==> config.mk <==
export PLATFORM = sky130hd
export DESIGN_NAME = cond_op_unit
export DESIGN_NICKNAME = d
export VERILOG_FILES = /design/src/rtl/cond_op_pkg.sv /design/src/rtl/cond_eval.sv /design/src/rtl/cond_alu.sv /design/src/rtl/cond_route.sv /design/src/rtl/cond_op_unit.sv
export SDC_FILE = /design/constraint.sdc
export NUM_CORES = 1
export LEC_CHECK = 0
export BUFFER_PORTS_ARGS = -buffer_cell sky130_fd_sc_hd__buf_4
export CAP_MARGIN = 20
export CORE_ASPECT_RATIO = 2
export CORE_MARGIN = 4
export CORE_UTILIZATION = 45
export CTS_CLUSTER_DIAMETER = 30
export DETAILED_ROUTE_END_ITERATION = 6
export PLACE_DENSITY = 0.77
export SETUP_SLACK_MARGIN = 0.5
export SYNTH_ARGS = -nofsm -noshare
export SYNTH_HDL_FRONTEND = slang
export SYNTH_SLANG_ARGS = --single-unit
==> constraint.sdc <==
create_clock -name clk -period 1.2 [get_ports clk]
set_clock_uncertainty 0.1 [all_clocks]
set_input_delay 0 -clock clk [delete_from_list [all_inputs] [get_ports clk]]
set_output_delay 0 -clock clk [all_outputs]
set_load 0.005 [all_outputs]
==> src/rtl/cond_op_pkg.sv <==
package cond_op_pkg;

  localparam int OPC_W  = 4;
  localparam int KIND_W = OPC_W - 1;

  typedef enum logic [KIND_W-1:0] {
    K_COPY    = 3'd0,
    K_ADD     = 3'd1,
    K_NEG     = 3'd2,
    K_NOT     = 3'd3,
    K_SELTOS  = 3'd4,
    K_SELPUSH = 3'd5,
    K_RSV6    = 3'd6,
    K_RSV7    = 3'd7
  } cop_kind_e;

  function automatic logic kind_is_legal(input cop_kind_e k);
    return (k != K_RSV6) && (k != K_RSV7);
  endfunction

  function automatic logic kind_writes_dst(input cop_kind_e k);
    return (k == K_COPY) || (k == K_ADD) || (k == K_NEG) ||
           (k == K_NOT) || (k == K_SELTOS);
  endfunction

endpackage

==> src/rtl/cond_eval.sv <==
module cond_eval
  import cond_op_pkg::*;
#(
  parameter int W = 16
) (
  input  cop_kind_e      kind,
  input  logic           zero_form,
  input  logic [W-1:0]   src0,
  input  logic [W-1:0]   stk_top,
  output logic           cond_true
);

  logic [W-1:0] cond_word;
  logic         is_zero;

  always_comb begin
    cond_word = (kind == K_SELTOS) ? stk_top : src0;
    is_zero   = (cond_word == '0);
    cond_true = zero_form ? is_zero : !is_zero;
  end

endmodule

==> src/rtl/cond_alu.sv <==
module cond_alu
  import cond_op_pkg::*;
#(
  parameter int W = 16
) (
  input  cop_kind_e      kind,
  input  logic [W-1:0]   src0,
  input  logic [W-1:0]   src1,
  input  logic [W-1:0]   dst_in,
  output logic [W-1:0]   res_hold,
  output logic [W-1:0]   res_act
);

  logic [W-1:0] sum_w;
  logic [W-1:0] inv_w;
  logic [W-1:0] neg_w;

  always_comb begin
    sum_w = dst_in + src1;
    inv_w = ~src1;
    neg_w = inv_w + W'(1);
  end

  always_comb begin
    res_act  = '0;
    res_hold = dst_in;
    unique case (kind)
      K_COPY:    res_act = src1;
      K_ADD:     res_act = sum_w;
      K_NEG:     res_act = neg_w;
      K_NOT:     res_act = inv_w;
      K_SELTOS:  begin res_act = src1; res_hold = src0;   end
      K_SELPUSH: begin res_act = src1; res_hold = dst_in; end
      default:   begin res_act = '0;   res_hold = dst_in; end
    endcase
  end

endmodule

==> src/rtl/cond_route.sv <==
module cond_route
  import cond_op_pkg::*;
#(
  parameter int W = 16
) (
  input  logic           valid,
  input  cop_kind_e      kind,
  input  logic           cond_true,
  input  logic [W-1:0]   res_hold,
  input  logic [W-1:0]   res_act,
  output logic           wr_en_d,
  output logic [W-1:0]   wr_data_d,
  output logic           push_en_d,
  output logic [W-1:0]   push_data_d
);

  logic [W-1:0] chosen;
  logic         legal;
  logic         to_dst;
  logic         to_stk;

  always_comb begin
    chosen = cond_true ? res_act : res_hold;
    legal  = valid && kind_is_legal(kind);
    to_dst = legal && kind_writes_dst(kind);
    to_stk = legal && (kind == K_SELPUSH);

    wr_en_d     = 1'b0;
    wr_data_d   = res_hold;
    push_en_d   = 1'b0;
    push_data_d = '0;

    if (to_dst) begin
      wr_en_d   = (kind == K_SELTOS) ? 1'b1 : cond_true;
      wr_data_d = chosen;
    end
    if (to_stk) begin
      push_en_d   = 1'b1;
      push_data_d = chosen;
    end
  end

endmodule

==> src/rtl/cond_op_unit.sv <==
module cond_op_unit
  import cond_op_pkg::*;
#(
  parameter int W       = 16,
  parameter int SYNC_FF = 2
) (
  input  logic                 clk,
  input  logic                 rst_n,
  input  logic                 in_valid,
  input  logic [OPC_W-1:0]     op_code,
  input  logic [W-1:0]         src0,
  input  logic [W-1:0]         src1,
  input  logic [W-1:0]         dst_in,
  input  logic [W-1:0]         stk_top,
  output logic                 wr_en,
  output logic [W-1:0]         wr_data,
  output logic                 push_en,
  output logic [W-1:0]         push_data
);

  // reset: asserted at once, released after SYNC_FF clock edges
  logic [SYNC_FF-1:0] rst_pipe;
  logic               rst_int_n;

  always_ff @(posedge clk or negedge rst_n) begin
    if (!rst_n) rst_pipe <= '0;
    else        rst_pipe <= {rst_pipe[SYNC_FF-2:0], 1'b1};
  end
  assign rst_int_n = rst_pipe[SYNC_FF-1];

  // decode
  cop_kind_e kind;
  logic      zero_form;
  assign kind      = cop_kind_e'(op_code[OPC_W-1:1]);
  assign zero_form = op_code[0];

  logic         cond_true;
  logic [W-1:0] res_hold, res_act;
  logic         wr_en_d, push_en_d;
  logic [W-1:0] wr_data_d, push_data_d;

  cond_eval #(.W(W)) u_eval (
    .kind      (kind),
    .zero_form (zero_form),
    .src0      (src0),
    .stk_top   (stk_top),
    .cond_true (cond_true)
  );

  cond_alu #(.W(W)) u_alu (
    .kind     (kind),
    .src0     (src0),
    .src1     (src1),
    .dst_in   (dst_in),
    .res_hold (res_hold),
    .res_act  (res_act)
  );

  cond_route #(.W(W)) u_route (
    .valid       (in_valid),
    .kind        (kind),
    .cond_true   (cond_true),
    .res_hold    (res_hold),
    .res_act     (res_act),
    .wr_en_d     (wr_en_d),
    .wr_data_d   (wr_data_d),
    .push_en_d   (push_en_d),
    .push_data_d (push_data_d)
  );

  // output stage: next-state then register
  logic         wr_en_n, push_en_n;
  logic [W-1:0] wr_data_n, push_data_n;
  logic         data_ce;

  always_comb begin
    data_ce     = in_valid;
    wr_en_n     = wr_en_d;
    push_en_n   = push_en_d;
    wr_data_n   = data_ce ? wr_data_d   : wr_data;
    push_data_n = data_ce ? push_data_d : push_data;
  end

  always_ff @(posedge clk or negedge rst_int_n) begin
    if (!rst_int_n) begin
      wr_en     <= 1'b0;
      push_en   <= 1'b0;
      wr_data   <= '0;
      push_data <= '0;
    end else begin
      wr_en     <= wr_en_n;
      push_en   <= push_en_n;
      wr_data   <= wr_data_n;
      push_data <= push_data_n;
    end
  end

  // assertions
  a_r9_exclusive: assert property (@(posedge clk) disable iff (!rst_int_n)
    !(wr_en && push_en));

  a_r9_idle_quiet: assert property (@(posedge clk) disable iff (!rst_int_n)
    !in_valid |=> (!wr_en && !push_en));

  a_r3_add_wraps: assert property (@(posedge clk) disable iff (!rst_int_n)
    (in_valid && kind == K_ADD && cond_true) |=>
      (wr_en && wr_data == W'($past(dst_in) + $past(src1))));

  a_r6_hold_dst: assert property (@(posedge clk) disable iff (!rst_int_n)
    (in_valid && kind_is_legal(kind) && kind != K_SELTOS &&
     kind != K_SELPUSH && !cond_true) |=>
      (!wr_en && wr_data == $past(dst_in)));

  a_r8_push_pick: assert property (@(posedge clk) disable iff (!rst_int_n)
    (in_valid && kind == K_SELPUSH) |=>
      (push_en && !wr_en &&
       (push_data == $past(src1) || push_data == $past(dst_in))));

  a_r7_sel_always_writes: assert property (@(posedge clk) disable iff (!rst_int_n)
    (in_valid && kind == K_SELTOS) |=> (wr_en && !push_en));

endmodule

# Word level (Yosys, flattened, before mapping)
# Cells that the tools add are included.
# totals
reg_bits	36
in_bits	71
out_inout_bits	34
wordCells	37
# op_classes
addsub	2
eq_ne	7
mux	10
bitwise	1
reduce_logical	12
# op_table
operator	n
two-way mux 16 bit	5
case mux 16 bit (4 select lines)	1
adder 16 x 1 -> 16 bit, second input constant	1
adder 16 bit	1
logical NOT 16 bit	1
NOT 16 bit	1
== test 3 x 2 -> 1 bit, second input constant	2
== test 3 bit, second input constant	2
!= test 3 bit, second input constant	2
logical AND 1 bit	4
logical OR 1 bit	4
two-way mux 1 bit	4
== test 3 x 1 -> 1 bit, second input constant	1
logical NOT 3 bit	1
OR reduction 3 bit	1
logical NOT 1 bit	1

# Longest topological paths before layout
# logic_depth
ltp_word	7
ltp_mapped	11
depth_no_buf	10

# Modules after synthesis
# Synthesis repeated with hierarchy kept, for this count alone.
# unflattened
cells_unflattened	371
area_unflattened_um2	3689.8
# modules_own_cells
mod	n_inst	cells_each	area_per_inst_um2	seq_area_each_um2
cond_alu	1	225	1600.3	0.0
cond_op_unit	1	73	1448.9	900.9
cond_route	1	59	526.8	0.0
cond_eval	1	14	113.9	0.0

# Worst setup path before layout
# OpenSTA, ideal clock, no wires.
# synth_path
path_kind	in2reg
startpoint	input port src1[0]
endpoint	register wr_data[8]
setup_ps	82
arrival_ps	1888
required_time_ps	1018
path_slack_ps	-870
cell_stages	10
n_path_buf	0
path_cell_list	ha_1 > inv_1 > fa_1 > nor2b_1 > o31a_1 > or4_1 > a2111o_1 > o211ai_1 > o21ai_1 > a31oi_1
# synth_between
elab_chain_len	5
elab_cells_between_ends	6
classes_between	2 x add/sub; 3 x mux; 1 x bitwise
# synth_lines
element	line	text
start, declared	cond_op_unit.sv:12	input logic [W-1:0] src1,
NOT 16 bit	cond_alu.sv:20	inv_w = ~src1;
adder 16 x 1 -> 16 bit	cond_alu.sv:21	neg_w = inv_w + W'(1);
case mux 16 bit (4 select lines) *	cond_alu.sv:27	unique case (kind)
two-way mux 16 bit *	cond_route.sv:23	chosen = cond_true ? res_act : res_hold;
two-way mux 16 bit *	cond_route.sv:33	if (to_dst) begin
end signal, assigned	cond_op_unit.sv:93	wr_data <= wr_data_n;
end, declared	cond_op_unit.sv:16	output logic [W-1:0] wr_data,
# Mark *: on every way between the ends. The rest lies on a longest branch, timed or not.
# A chain may end at the register's enable or synchronous reset.

# Final worst setup path
# layout_path
startpoint	input port src1[0]
endpoint	register push_data[8]
# layout_between
elab_chain_len	5
elab_cells_between_ends	6
classes_between	2 x add/sub; 3 x mux; 1 x bitwise
# layout_lines
element	line	text
NOT 16 bit	cond_alu.sv:20	
adder 16 x 1 -> 16 bit	cond_alu.sv:21	
case mux 16 bit (4 select lines) *	cond_alu.sv:27	
two-way mux 16 bit *	cond_route.sv:23	
two-way mux 16 bit *	cond_route.sv:37	if (to_stk) begin
end signal, assigned	cond_op_unit.sv:94	push_data <= push_data_n;
end, declared	cond_op_unit.sv:18	output logic [W-1:0] push_data
# Marks and branches as above.

==> impl_results.md <==
* Worst-case reg-to-reg path depth at 3
* Clock buffer depth at 2
* Post-synth top flop: dfrtp_1
* Cell Count Post-Placement at 802
* Slew Viols, Final at 0
* WHS at -0.0631 ns
* Fin util at 0.907
* Iteration-0 DRC Markers at 1379
* CTS tree: done
* Hold-fix buffer count after cts at 1
* Post-Layout Cell Count at 846
* Total wire length at 25900 microns
* Worst Path Buf+Inv at 2
* Clock root buffer: clkbuf_16
* Nets at 840
* Syn Nets at 574
* Synthesized area per cell at 7.40 sq um
* Min cycle time layout at 2.56 ns
* Global-route wire length before repair at 31300 microns
* Slowest cell on the critical path: or4_4
* Flop-to-flop setup slack at -0.25 ns
* Worst slew margin at 0.523
* Leak pwr at 3.14 nW
* Maximum number of pins on one net before global-route repair at 30
* Worst EP required at 1.23 ns
* VDD IR-drop max at 0.760 mV
* Most frequent cells in the layout: buf_4, nand2_1, buf_6
* Crit Path Max Fanout at 5
* Worst-Skew Late Latency at 0.29 ns
* Post-synth EDFFs at 0
* Sink Count at 36
* Post-DP HPWL at 12500 microns
* Core footprint at 0.00771 sq mm
* DR vias at 6338
* Setup violators final at 33
* WL/cell at 30.7 microns
* N_diodes at 0
* GRT Total Usage at 0.421
* CTS buffer count at 5
* RR Startpoint: push_data[8]
* Placement Cell Area at 0.00558 sq mm
* DRT Pass-1 Iters at 7
* Fin crit share at 2.13
* Placement Setup Slack at -1.18 ns
* H-tree Lvls at 2
* Power per cell area at 840 mW/mm^2
* Launch point of the worst path: src1[0]
* Ys async rst share at 1.00
* Mapped Area at 0.00360 sq mm
* GRT overflow at 0
* Cells after Synth at 486
* Drt drc at 246
* Failing checks: design-rule violations, negative hold slack, negative setup slack
* Nature of the critical path startpoint: input pin
* Routability cong. at 0.950
* Die height at 134 microns
* Critical path, cell by cell: buf_8, ha_4, inv_2, fa_2, nor2b_4, o31a_1, or4_4, a2111o_1, o211ai_1, o21ai_2, o22ai_1
* Share of layout cells above drive strength 1 at 0.533
* Via/cell ratio at 7.49
* Worst Hold Class: in -> async
* Crit end category: flip-flop
* Die area at 0.00957 sq mm
* Yosys reg bits at 36
* Row Count at 45
* Setup tns final at -32.59 ns
* Count of cell types in the netlist at 68
* DRT antenna net count at 0
* Vias in the first global route at 5940
* Area growth syn-to-layout at 94.5%
* Initial core utilization at 0.466
* Final instance area at 0.00700 sq mm
* Unrepaired setup endpoints after global routing: yes
* Ports at 105
* Peak Freq at 391 MHz
* Actual slew at the worst max-slew pin at 0.707 ns
* Total power at 5.87 mW
* Die width at 71.2 microns
* Sequential fraction of the synthesis area at 0.251
* Commonest non-fill, non-tap cell in the layout: buf_4
* Crit Path Category: in -> reg
* Crit path max-delay family: compound AO/OA/AOI/OAI gates
* Cell count along the critical path at 11
* Worst Path Arrival at 2.59 ns
* Max-cap violations at 0
* Final worst slack at -1.36 ns
* Initial antenna violation count at 0
* Input/output buffers at 104
* Hold Vio Cnt, Final at 4
* Clock transition at the registers of the reported paths at 0.07 ns
* Yosys warning count at 0
* Outcome: finished with violations
* Max stage delay on crit path at 0.47 ns
## registers in the layout, summed over array words and instances, names as in the netlist
signal and flops:
wr_data 16, push_data 16, push_en 1, rst_pipe 2, wr_en 1
## cell usage after synthesis, types with 3 or more instances
library cell,number,area share
nand2_1,69,0.072
nor2_1,41,0.043
dfrtp_1,36,0.25
o21ai_0,34,0.047
a21oi_1,29,0.040
inv_1,28,0.029
a31oi_1,26,0.045
nand3_1,19,0.026
clkbuf_1,18,0.019
ha_1,16,0.056
mux2i_1,13,0.036
nor4_1,10,0.017
nand4_1,8,0.014
nor2b_1,8,0.014
o22ai_1,8,0.014
nor3_1,7,0.0097
o21a_1,6,0.013
or3_1,6,0.010
a211oi_1,5,0.010
a21o_1,5,0.010
o211ai_1,5,0.010
o221ai_1,5,0.012
buf_6,4,0.013
mux2_2,4,0.013
nand2b_1,4,0.0070
and2_1,3,0.0052
and3_1,3,0.0052
nand3b_1,3,0.0063
o2111ai_1,3,0.0073
o21ai_1,3,0.0042
o311ai_0,3,0.0073
o31a_1,3,0.0073
o31ai_1,3,0.0063
or4_1,3,0.0063
xor2_1,3,0.0073
## path summary, 6_finish.rpt
path / to
max: push_data[8]
min: rst_pipe[0]
max reg2reg: push_data[8]
min reg2reg: push_data[8]
max in group asynchronous: wr_data[7]
min in group clk: wr_data[15]
## area by class of cell
type / count / area (sq um)
Inverter: 29 / 119
Tap cell: 94 / 118
Multi-Input combinational cell: 395 / 3190
Sequential cell: 36 / 905
Fill cell: 299 / 718
Clock buffer: 7 / 153
Timing Repair Buffer: 285 / 2510
## report_power, final
part | internal [mW] | switching [mW]
Clock | 0.875 | 0.588
Sequential | 1.32 | 0.106
Combinational | 1.43 | 1.55
## per-layer routing
layer / up-vias / global-route usage / wire (microns)
met5: - / 0 / 0
met4: 0 / 0.338 / 3760
met3: 363 / 0.0690 / 3400
met2: 811 / 0.746 / 11200
met1: 2816 / 0.417 / 7540
li1: 2348 / - / -
## kinds of logic after synthesis
| logic type | count (synthesis) | synth area share |
|---|---|---|
| AO/OA/AOI/OAI | 154 | 0.279 |
| XOR/XNOR | 5 | 0.0122 |
| adder cells (fa/ha/maj) | 17 | 0.0612 |
| buffers and inverters | 55 | 0.0665 |
| flip-flops | 36 | 0.251 |
| multiplexers | 18 | 0.0550 |
| other | 1 | 0.00104 |
| AND/OR/NAND/NOR | 200 | 0.275 |
## timing repair
item / 4_1_cts / 5_1_grt
gates cloned: 1 / 0
gates resized for setup: 144 / 52
pin swaps: 42 / 42
setup endpoints to repair: 102 / 68
hold endpoints to repair: 5 / 2
buffers inserted: 22 / 13
(Power assumes the default switching activity.)
